==> config.mk <==
export PLATFORM = sky130hd
export DESIGN_NAME = scTimingSupervisor
export DESIGN_NICKNAME = d
export VERILOG_FILES = /design/src/rtl/scTimingPkg.sv /design/src/rtl/scSatCount.sv /design/src/rtl/scTimingDp.sv /design/src/rtl/scTimingCtrl.sv /design/src/rtl/scTimingSupervisor.sv
export SDC_FILE = /design/constraint.sdc
export NUM_CORES = 1
export LEC_CHECK = 0
export BUFFER_PORTS_ARGS = -buffer_cell sky130_fd_sc_hd__buf_2
export CAP_MARGIN = 20
export CORE_ASPECT_RATIO = 0.9
export CORE_MARGIN = 1.5
export CORE_UTILIZATION = 60
export DETAILED_ROUTE_END_ITERATION = 16
export HOLD_SLACK_MARGIN = 0.08
export PLACE_DENSITY = 0.87
export SLEW_MARGIN = 20
export SYNTH_ARGS = -nofsm -noshare
export SYNTH_HDL_FRONTEND = slang
export SYNTH_SLANG_ARGS = --single-unit
==> constraint.sdc <==
create_clock -name clk -period 3.9 [get_ports clk]
set_clock_uncertainty 0.1 [all_clocks]
set_input_delay 0 -clock clk [delete_from_list [all_inputs] [get_ports clk]]
set_output_delay 0 -clock clk [all_outputs]
set_load 0.01 [all_outputs]
==> src/rtl/scTimingPkg.sv <==
package scTimingPkg;
  localparam int FLAG_N  = 6;
  localparam int F_GUARD = 0;
  localparam int F_WWT   = 1;
  localparam int F_CWT   = 2;
  localparam int F_BWT   = 3;
  localparam int F_IWT   = 4;
  localparam int F_ATR   = 5;

  typedef struct packed {
    logic gapClr;
    logic gapInc;
    logic atrClr;
    logic atrInc;
    logic chrClr;
    logic chrInc;
  } dpCtl_t;

  typedef struct packed {
    logic leEgt;
    logic leBgt;
    logic hitBwt;
    logic hitCwt;
    logic hitIwt;
    logic hitAtr;
    logic hitLen;
  } dpSts_t;
endpackage

==> src/rtl/scSatCount.sv <==
module scSatCount #(
  parameter int W = 16
) (
  input  logic         clk,
  input  logic         rstN,
  input  logic         clr,
  input  logic         inc,
  output logic [W-1:0] cnt
);
  localparam logic [W-1:0] CNT_MAX = '1;

  always_ff @(posedge clk or negedge rstN) begin
    if (!rstN)                       cnt <= '0;
    else if (clr)                    cnt <= '0;
    else if (inc && cnt != CNT_MAX)  cnt <= cnt + 1'b1;
  end

  // saturation keeps the measured interval from wrapping
  assert_sat_hold_R3: assert property (@(posedge clk) disable iff (!rstN)
    (cnt == CNT_MAX && !clr) |=> cnt == CNT_MAX);
endmodule

==> src/rtl/scTimingDp.sv <==
module scTimingDp
  import scTimingPkg::*;
#(
  parameter int GAP_W = 16,
  parameter int EGT_W = 8,
  parameter int BGT_W = 5,
  parameter int LEN_W = 8
) (
  input  logic             clk,
  input  logic             rstN,
  input  dpCtl_t           ctl,
  input  logic [EGT_W-1:0] egtLimit,
  input  logic [BGT_W-1:0] bgtLimit,
  input  logic [GAP_W-1:0] cwtLimit,
  input  logic [GAP_W-1:0] bwtLimit,
  input  logic [GAP_W-1:0] iwtLimit,
  input  logic [GAP_W-1:0] atrLimit,
  input  logic [LEN_W-1:0] atrLen,
  output dpSts_t           sts
);
  logic [GAP_W-1:0] gapCnt;
  logic [GAP_W-1:0] atrCnt;
  logic [LEN_W-1:0] chrCnt;
  logic [GAP_W:0]   gapNext;
  logic [GAP_W:0]   atrNext;
  logic [LEN_W:0]   chrNext;

  scSatCount #(.W(GAP_W)) gapCnt_i (
    .clk(clk), .rstN(rstN), .clr(ctl.gapClr), .inc(ctl.gapInc), .cnt(gapCnt));
  scSatCount #(.W(GAP_W)) atrCnt_i (
    .clk(clk), .rstN(rstN), .clr(ctl.atrClr), .inc(ctl.atrInc), .cnt(atrCnt));
  scSatCount #(.W(LEN_W)) chrCnt_i (
    .clk(clk), .rstN(rstN), .clr(ctl.chrClr), .inc(ctl.chrInc), .cnt(chrCnt));

  always_comb begin
    gapNext    = {1'b0, gapCnt} + 1'b1;
    atrNext    = {1'b0, atrCnt} + 1'b1;
    chrNext    = {1'b0, chrCnt} + 1'b1;
    sts.leEgt  = gapCnt <= {{(GAP_W-EGT_W){1'b0}}, egtLimit};
    sts.leBgt  = gapCnt <= {{(GAP_W-BGT_W){1'b0}}, bgtLimit};
    sts.hitBwt = gapNext == {1'b0, bwtLimit};
    sts.hitCwt = gapNext == {1'b0, cwtLimit};
    sts.hitIwt = gapNext == {1'b0, iwtLimit};
    sts.hitAtr = atrNext == {1'b0, atrLimit};
    sts.hitLen = chrNext == {1'b0, atrLen};
  end
endmodule

==> src/rtl/scTimingCtrl.sv <==
module scTimingCtrl
  import scTimingPkg::*;
(
  input  logic              clk,
  input  logic              rstN,
  input  logic              supplyOk,
  input  logic              cardRst,
  input  logic              etuTick,
  input  logic              startBit,
  input  logic              charDone,
  input  logic              dirRx,
  input  logic              lastTxByte,
  input  logic              protoT1,
  input  logic [FLAG_N-1:0] clrFlags,
  input  dpSts_t            sts,
  output dpCtl_t            ctl,
  output logic              txHold,
  output logic [FLAG_N-1:0] flags
);
  logic rstQ, dirQ, rxMode, atrPh, operPh, hasPrev, prevRx;
  logic rise, live, curRx, waitOn, tickWait;
  logic [FLAG_N-1:0] setVec;

  always_comb begin
    rise     = cardRst && !rstQ;
    live     = supplyOk && cardRst && !rise;
    curRx    = atrPh || rxMode;
    waitOn   = atrPh || (operPh && rxMode);
    tickWait = live && etuTick && !startBit && waitOn;

    ctl.gapClr = !live || startBit;
    ctl.gapInc = etuTick;
    ctl.atrClr = !live;
    ctl.atrInc = etuTick && atrPh;
    ctl.chrClr = !live;
    ctl.chrInc = charDone && atrPh;

    setVec = '0;
    setVec[F_GUARD] = live && startBit && operPh && rxMode && hasPrev &&
                      ((protoT1 && !prevRx) ? sts.leBgt : sts.leEgt);
    if (atrPh) begin
      setVec[F_IWT] = tickWait && !hasPrev && sts.hitIwt;
      setVec[F_WWT] = tickWait && hasPrev && sts.hitBwt;
    end else if (!protoT1) begin
      setVec[F_WWT] = tickWait && sts.hitBwt;
    end else begin
      setVec[F_CWT] = tickWait && prevRx && sts.hitCwt;
      setVec[F_BWT] = tickWait && !prevRx && sts.hitBwt;
    end
    setVec[F_ATR] = live && etuTick && atrPh && sts.hitAtr;

    txHold = supplyOk && cardRst && operPh && !rxMode && hasPrev &&
             ((protoT1 && prevRx) ? sts.leBgt : sts.leEgt);
  end

  always_ff @(posedge clk or negedge rstN) begin
    if (!rstN) begin
      rstQ <= 1'b0; dirQ <= 1'b0; rxMode <= 1'b0;
      atrPh <= 1'b0; operPh <= 1'b0; hasPrev <= 1'b0; prevRx <= 1'b0;
    end else if (!supplyOk) begin
      rstQ <= 1'b0; dirQ <= dirRx; rxMode <= dirRx;
      atrPh <= 1'b0; operPh <= 1'b0; hasPrev <= 1'b0; prevRx <= 1'b0;
    end else begin
      rstQ <= cardRst;
      dirQ <= dirRx;
      if (dirRx != dirQ)                         rxMode <= dirRx;
      else if (charDone && lastTxByte && !rxMode) rxMode <= 1'b1;
      if (!cardRst || rise) begin
        atrPh   <= rise;
        operPh  <= 1'b0;
        hasPrev <= 1'b0;
        prevRx  <= 1'b0;
      end else begin
        if (startBit) begin
          hasPrev <= 1'b1;
          prevRx  <= curRx;
        end
        if (charDone && atrPh && sts.hitLen) begin
          atrPh  <= 1'b0;
          operPh <= 1'b1;
        end
      end
    end
  end

  for (genvar i = 0; i < FLAG_N; i++) begin : gFlag
    always_ff @(posedge clk or negedge rstN) begin
      if (!rstN)          flags[i] <= 1'b0;
      else if (!supplyOk) flags[i] <= 1'b0;
      else                flags[i] <= (flags[i] && !clrFlags[i]) || setVec[i];
    end
  end

  assert_vcc_clear_R1: assert property (@(posedge clk) disable iff (!rstN)
    !supplyOk |=> flags == '0);

  assert_sticky_R2: assert property (@(posedge clk) disable iff (!rstN)
    supplyOk |=> ((flags & $past(flags & ~clrFlags)) == $past(flags & ~clrFlags)));

  assert_phase_excl_R4: assert property (@(posedge clk) disable iff (!rstN)
    $onehot0({atrPh, operPh}));

  assert_last_tx_R9: assert property (@(posedge clk) disable iff (!rstN)
    (supplyOk && charDone && lastTxByte && !rxMode && dirRx == dirQ) |=> rxMode);
endmodule

==> src/rtl/scTimingSupervisor.sv <==
module scTimingSupervisor
  import scTimingPkg::*;
#(
  parameter int GAP_W = 16,
  parameter int EGT_W = 8,
  parameter int BGT_W = 5,
  parameter int LEN_W = 8
) (
  input  logic              clk,
  input  logic              rstN,
  input  logic              supplyOk,
  input  logic              cardRst,
  input  logic              etuTick,
  input  logic              startBit,
  input  logic              charDone,
  input  logic              dirRx,
  input  logic              lastTxByte,
  input  logic              protoT1,
  input  logic [EGT_W-1:0]  egtLimit,
  input  logic [BGT_W-1:0]  bgtLimit,
  input  logic [GAP_W-1:0]  cwtLimit,
  input  logic [GAP_W-1:0]  bwtLimit,
  input  logic [GAP_W-1:0]  iwtLimit,
  input  logic [GAP_W-1:0]  atrLimit,
  input  logic [LEN_W-1:0]  atrLen,
  input  logic [FLAG_N-1:0] clrFlags,
  output logic              txHold,
  output logic [FLAG_N-1:0] flags
);
  dpCtl_t ctl;
  dpSts_t sts;

  scTimingCtrl ctrl_i (
    .clk(clk), .rstN(rstN), .supplyOk(supplyOk), .cardRst(cardRst),
    .etuTick(etuTick), .startBit(startBit), .charDone(charDone),
    .dirRx(dirRx), .lastTxByte(lastTxByte), .protoT1(protoT1),
    .clrFlags(clrFlags), .sts(sts), .ctl(ctl), .txHold(txHold), .flags(flags));

  scTimingDp #(.GAP_W(GAP_W), .EGT_W(EGT_W), .BGT_W(BGT_W), .LEN_W(LEN_W)) dp_i (
    .clk(clk), .rstN(rstN), .ctl(ctl), .egtLimit(egtLimit), .bgtLimit(bgtLimit),
    .cwtLimit(cwtLimit), .bwtLimit(bwtLimit), .iwtLimit(iwtLimit),
    .atrLimit(atrLimit), .atrLen(atrLen), .sts(sts));
endmodule

==> After elaboration in Yosys (flattened, before gate mapping) <==
Cells that the tools add are included.
{ "op_classes": {"muxes": 35, "addsub": 6, "reduce_logical": 68, "bitwise_logic": 0, "n_mul": 0, "n_div": 0, "order_cmp": 2, "shifts": 0, "eq_ne": 14} }
{ "ops": {"columns": ["operator", "n"], "rows": [
  ["$eq A17 B16 Y1", 4],
  ["$mux W16", 4],
  ["$logic_and A1 B1 Y1", 43],
  ["$add A16 B1 Y17 const B", 2],
  ["$add A16 B1 Y16 const B", 2],
  ["$ne A16 B16 Y1 const B", 2],
  ["$mux W1", 27],
  ["$le A16 B5 Y1", 1],
  ["$le A16 B8 Y1", 1],
  ["$mux W8", 2],
  ["$logic_not A1 Y1", 14],
  ["$logic_or A1 B1 Y1", 10],
  ["$add A8 B1 Y9 const B", 1],
  ["$eq A9 B8 Y1", 1],
  ["$ne A3 B1 Y1 const B", 3],
  ["$add A8 B1 Y8 const B", 1],
  ["$ne A8 B8 Y1 const B", 1],
  ["$mux W2", 2],
  ["$ne A2 B1 Y1 const B", 2],
  ["$reduce_bool A2 Y1", 1],
  ["$ne A1 B1 Y1", 1]
]} }
{ "totals": {"ramBits": 0, "elab_cells": 141, "mem_bits_ro": 0, "latchBits": 0, "register_bits": 53, "out_inout_bits": 7, "inputBits": 101, "memories": 0} }

==> Logic depth before layout (Yosys ltp) <==
{ "logic_depth": {"depth_word": 13, "depth_mapped": 10, "depth_no_buf": 9} }

==> By module <==
From an unflattened synthesis, not the netlist that was laid out.
{ "hier_totals": {"cells_unflattened": 666, "area_unflattened_um2": 5466.5} }
{ "by_module_without_submodules": {"columns": ["module", "area_each_um2", "cells_per_inst", "seq_area_each_um2", "n_inst"], "rows": [
  ["scTimingDp", 2427.3, 350, 0.0, 1],
  ["scSatCount (dp_i.atrCnt_i ...)", 942.2, 98, 400.4, 2],
  ["scTimingCtrl", 690.7, 71, 325.3, 1],
  ["scSatCount (dp_i.chrCnt_i)", 464.2, 49, 200.2, 1]
]} }

==> Worst setup path before layout <==
No wires, ideal clock.
{ "synth_path": {"kind": "register -> register", "start": "register dp_i.gapCnt_i.cnt[3]", "end": "register ctrl_i.flags[3]", "stages_incl_launch_ff": 10, "setup_ns": 0.103, "path_slack_ns": 1.312, "arrival_ns": 2.384, "path_buffers": 2, "required_ns": 3.697, "synth_period_minus_slack_ns": 2.588, "cell_sequence": "dfrtp_1 -> buf_4 -> nand4_4 -> or4_1 -> buf_2 -> and2_1 -> or3_1 -> a221oi_2 -> nand4b_1 -> o41ai_2"} }
{ "synth_between": {"elab_chain_cells": 7} }
{ "synth_lines": {"columns": ["element", "line", "source"], "rows": [
  ["start, declared", "scSatCount.sv:8", "output logic [W-1:0] cnt"],
  ["start signal, assigned", "scSatCount.sv:15", "else if (inc && cnt != CNT_MAX) cnt <= cnt + 1'b1;"],
  ["$add A16 B1 Y17", "scTimingDp.sv:36", "gapNext = {1'b0, gapCnt} + 1'b1;"],
  ["$eq A17 B16 Y1", "scTimingDp.sv:41", "sts.hitBwt = gapNext == {1'b0, bwtLimit};"],
  ["$logic_and A1 B1 Y1", "scTimingCtrl.sv:48", "setVec[F_BWT] = tickWait && !prevRx && sts.hitBwt;"],
  ["$mux W2", "scTimingCtrl.sv:44", "end else if (!protoT1) begin"],
  ["$mux W2", "scTimingCtrl.sv:41", "if (atrPh) begin"],
  ["$logic_or A1 B1 Y1", "scTimingCtrl.sv:90", "else flags[i] <= (flags[i] && !clrFlags[i]) || setVec[i];"],
  ["$mux W1", "scTimingCtrl.sv:89", "else if (!supplyOk) flags[i] <= 1'b0;"],
  ["end signal, assigned by index", "scTimingCtrl.sv:90", null],
  ["end, declared", "scTimingCtrl.sv:18", "output logic [FLAG_N-1:0] flags"]
]} }
No other way between the ends.
A chain may end at the register's enable or synchronous reset.

==> Worst setup path in the final report <==
{ "layout_path": {"start": "register dp_i.gapCnt_i.cnt[5]", "end": "register ctrl_i.flags[3]"} }
The elaborated chain is that of the path after synthesis.

==> summary.txt <==
Run status
  – Status: finished clean

Detailed routing
  – ANT nets after route: 0
  – DR iter-0 viols: 244
  – Metal-1 WL: 5281 µm
  – Metal3 WL: 1031 µm
  – Met2 wire length: 5811 µm
  – DRC: 0
  – Vias: 4756
  – Top Metal Used: met4
  – DR vias/cell: 6.005
  – Final Routed Wirelength: 12400 µm
  – WL per Instance: 15.65 µm
  – Initial DRT Pass Iterations: 5

CTS
  – Clock root cell: clkbuf_8
  – CTS max path bufs: 2
  – CTS tree: yes
  – CTS Buf Count: 5
  – CTS HTree Levels: 2
  – Clock Latency Late Sink: 310 ps
  – Postcts setup bufs: 0
  – CTS Sinks: 53
  – Clock transition at the registers of the reported paths: 100 ps

Final layout
  – Non-filler cells, final: 792
  – Cell area after layout: 5624 µm²
  – Share of cells above drive strength 1: 18.82%
  – Fillers: 567
  – Nets: 813
  – Ant. Diodes: 0
  – P&R area growth vs syn: 18.95%

Setup path
  – Worst path depth: 8
  – R2r worst-path depth: 8
  – Crit path max fanout: 12
  – Cell family with most CP delay: simple AND/OR/NAND/NOR gates
  – Largest stage delay, worst path: 730 ps
  – CP cell instances: nand4_4 > or4_1 > and2_1 > or3_1 > a221oi_2 > nand4b_1 > o41ai_2 > dlygate4sd3_1
  – CP required: 4060 ps
  – Setup slack on the worst flop-to-flop path: 190 ps
  – CP bufs+invs: 1
  – Crit end category: flip-flop
  – CP arrival: 3860 ps
  – Reg2Reg Launch Point: dp_i.gapCnt_i.cnt[5]
  – Critical path's slowest cell: or4_1
  – FF-to-FF End: ctrl_i.flags[3]
  – Setup CP Type: flip-flop to flip-flop
  – Startpoint Class: flip-flop

GRT
  – Largest net degree at the start of global routing: 54
  – Global-route wire length before repair: 20870 µm
  – Total grt overflow: 0
  – Initial antenna violation count: 0
  – Vias in the first global route: 4418
  – GRT Total Usage: 31.52%

Pwr
  – Power Density: 195.5 nW/µm²
  – Static Leakage: 2.324 nW
  – VDD IR-drop max: 0.1583 mV

Synth
  – Syn. warnings: 0
  – Sequential area share after synthesis: 28.05%
  – Synth Flop Type: dfrtp_1
  – Syn nets: 705
  – Post-Synthesis Cells: 587
  – Syn Std Cell Area: 4728 µm²
  – Synth cell types: 56
  – Post-synth EDFFs: 0
  – Synth async-reset ratio: 100.0%
  – Synth Area per Inst: 8.055 µm²
  – Synthesized flop and latch total: 53

Min path
  – Worst Hold End: ctrl_i.flags[0]
  – Cell count of the worst hold path: 4
  – Hold_sp: protoT1
  – Min-Delay Path Class: input pin to flip-flop

STA
  – Final Cycle Share: 95.02%
  – Final setup TNS: 0 ps
  – Worst slew pin tran: 760.8 ps
  – Setup Viol. Count Final: 0
  – RSZ-0062 raised after global routing: false
  – Final hold vios: 0
  – Max_slew headroom: 49.04%
  – Fmax: 269.8 MHz
  – Crit path time final: 3706 ps
  – Slew Viols, Final: 0

Floorplanning
  – Core area: 7582 µm²
  – Row count: 30
  – Initial Util: 62.36%
  – Io pins: 108
  – Die area: 8423 µm²
  – Chip width: 96.58 µm
  – DIE HEIGHT: 87.22 µm

Place
  – Placed insts: 759
  – GPL Wtd Cong: 0.9455
  – Post-detail-place hpwl: 9244 µm
  – # port buffers: 107
  – Placed cell areas: 5274 µm²

Run
  – Max cap viols: 0
cells in the mapped netlist, types with 5 or more instances:
| library cell | number | share of area, % |
|---|---|---|
| xnor2_1 | 67 | 12 |
| nor2_1 | 61 | 4.8 |
| dfrtp_1 | 53 | 28 |
| xor2_1 | 42 | 7.8 |
| nand2_1 | 41 | 3.3 |
| a21oi_1 | 29 | 3.1 |
| o21ai_0 | 27 | 2.9 |
| nand3_1 | 26 | 2.8 |
| clkbuf_1 | 25 | 2.0 |
| inv_1 | 23 | 1.8 |
| nand4_1 | 18 | 2.4 |
| ha_1 | 17 | 4.5 |
| nor3_1 | 17 | 1.8 |
| nor4_1 | 17 | 2.2 |
| or3_1 | 12 | 1.6 |
| nand2b_1 | 9 | 1.2 |
| buf_2 | 7 | 0.74 |
| mux2i_1 | 7 | 1.5 |
| nand3b_1 | 6 | 0.95 |
| nor2b_1 | 6 | 0.79 |
| nor3b_1 | 6 | 0.95 |
| a211oi_1 | 5 | 0.79 |
| o211ai_1 | 5 | 0.79 |
| o22ai_1 | 5 | 0.66 |
| or2_2 | 5 | 0.66 |
stage by stage:
stage,setup WS [ps],util [%],hold WS (ps),power [mW]
after floorplan,1312,-,-395.6,0.6543
final,194.2,74.17,102.2,1.100
after CTS,162.7,74.16,92.94,1.101
after detailed placement,716.9,69.55,40.61,0.7500
after global routing,29.33,74.17,134.1,1.147
after global placement,813.2,69.55,42.99,0.7453
flip-flops by register name, indices dropped and copies added, names as in the netlist, 6 cells and up:
register,count
ctrl_i.flags,6
dp_i.chrCnt_i.cnt,8
dp_i.gapCnt_i.cnt,16
dp_i.atrCnt_i.cnt,16
layer usage:
layer  global-route usage, %  up-vias
met3                   5.323       22
met2                   51.18      246
met4                   11.07        0
met1                   42.30     2211
met5                       0        -
li1                        -     2277
report_power, final:
part           switching (mW)  internal [mW]
sequential            0.00506          0.553
combinational          0.0996         0.0974
clock                   0.198          0.147
worst max path at each step:
stage,slack [ps],from,end
floorplan,1310,dp_i.gapCnt_i.cnt[3],ctrl_i.flags[3]
finish,190,dp_i.gapCnt_i.cnt[5],ctrl_i.flags[3]
CTS,160,dp_i.gapCnt_i.cnt[3],ctrl_i.flags[3]
global route,30,dp_i.gapCnt_i.cnt[5],ctrl_i.flags[3]
detailed placement,720,dp_i.gapCnt_i.cnt[3],ctrl_i.flags[3]
global placement,810,dp_i.gapCnt_i.cnt[3],ctrl_i.flags[3]
cell families after synthesis:
logic type / count (synthesis) / synth area share (%)
buffers and inverters: 58 / 4.948
adders and majority gates: 17 / 4.498
AOI/OAI and AO/OA: 103 / 14.18
DFF: 53 / 28.05
xor gates and xnor gates: 110 / 20.69
muxes: 7 / 1.482
and+or+nand+nor: 239 / 26.14
final cells by class:
type | instances | area (µm²) | area share [%]
clock buffers | 6 | 82.58 | 1.468
clock inverters | 2 | 16.27 | 0.2892
inverters | 23 | 86.33 | 1.535
multi-input cells | 476 | 3176 | 56.46
flip-flops and latches | 53 | 1328 | 23.60
well taps | 96 | 120.1 | 2.136
repair buffers | 136 | 815.8 | 14.51
worst register-to-register path, delay by kind of cell (launching register included):
family                 cells  cell delay (ps)
and+or+nand+nor            5             1820
buffers and inverters      1              590
AOI/OAI and AO/OA          2              480
DFF                        1              660
layout by cell type (no fill, tap or decap), types with 5 or more instances in the layout:
cell / instances
buf_2: 107
xnor2_1: 67
nor2_1: 61
dfrtp_1: 52
xor2_1: 42
nand2_1: 41
a21oi_1: 29
o21ai_0: 27
nand3_1: 26
dlygate4sd3_1: 25
inv_1: 23
nand4_1: 18
nor3_1: 17
nor4_1: 17
ha_1: 17
or3_1: 12
nand2b_1: 9
mux2i_1: 7
nor3b_1: 6
nand3b_1: 6
nor2b_1: 6
clkbuf_8: 6
a211oi_1: 5
o211ai_1: 5
o22ai_1: 5
or2_2: 5
timing repair:
action,CTS,global route
gates resized for setup,0,1
hold buffers,25,0
endpoints found under the setup margin,0,1
hold endpoints to repair,66,0
Note: power is estimated with default switching activity, not from simulation.
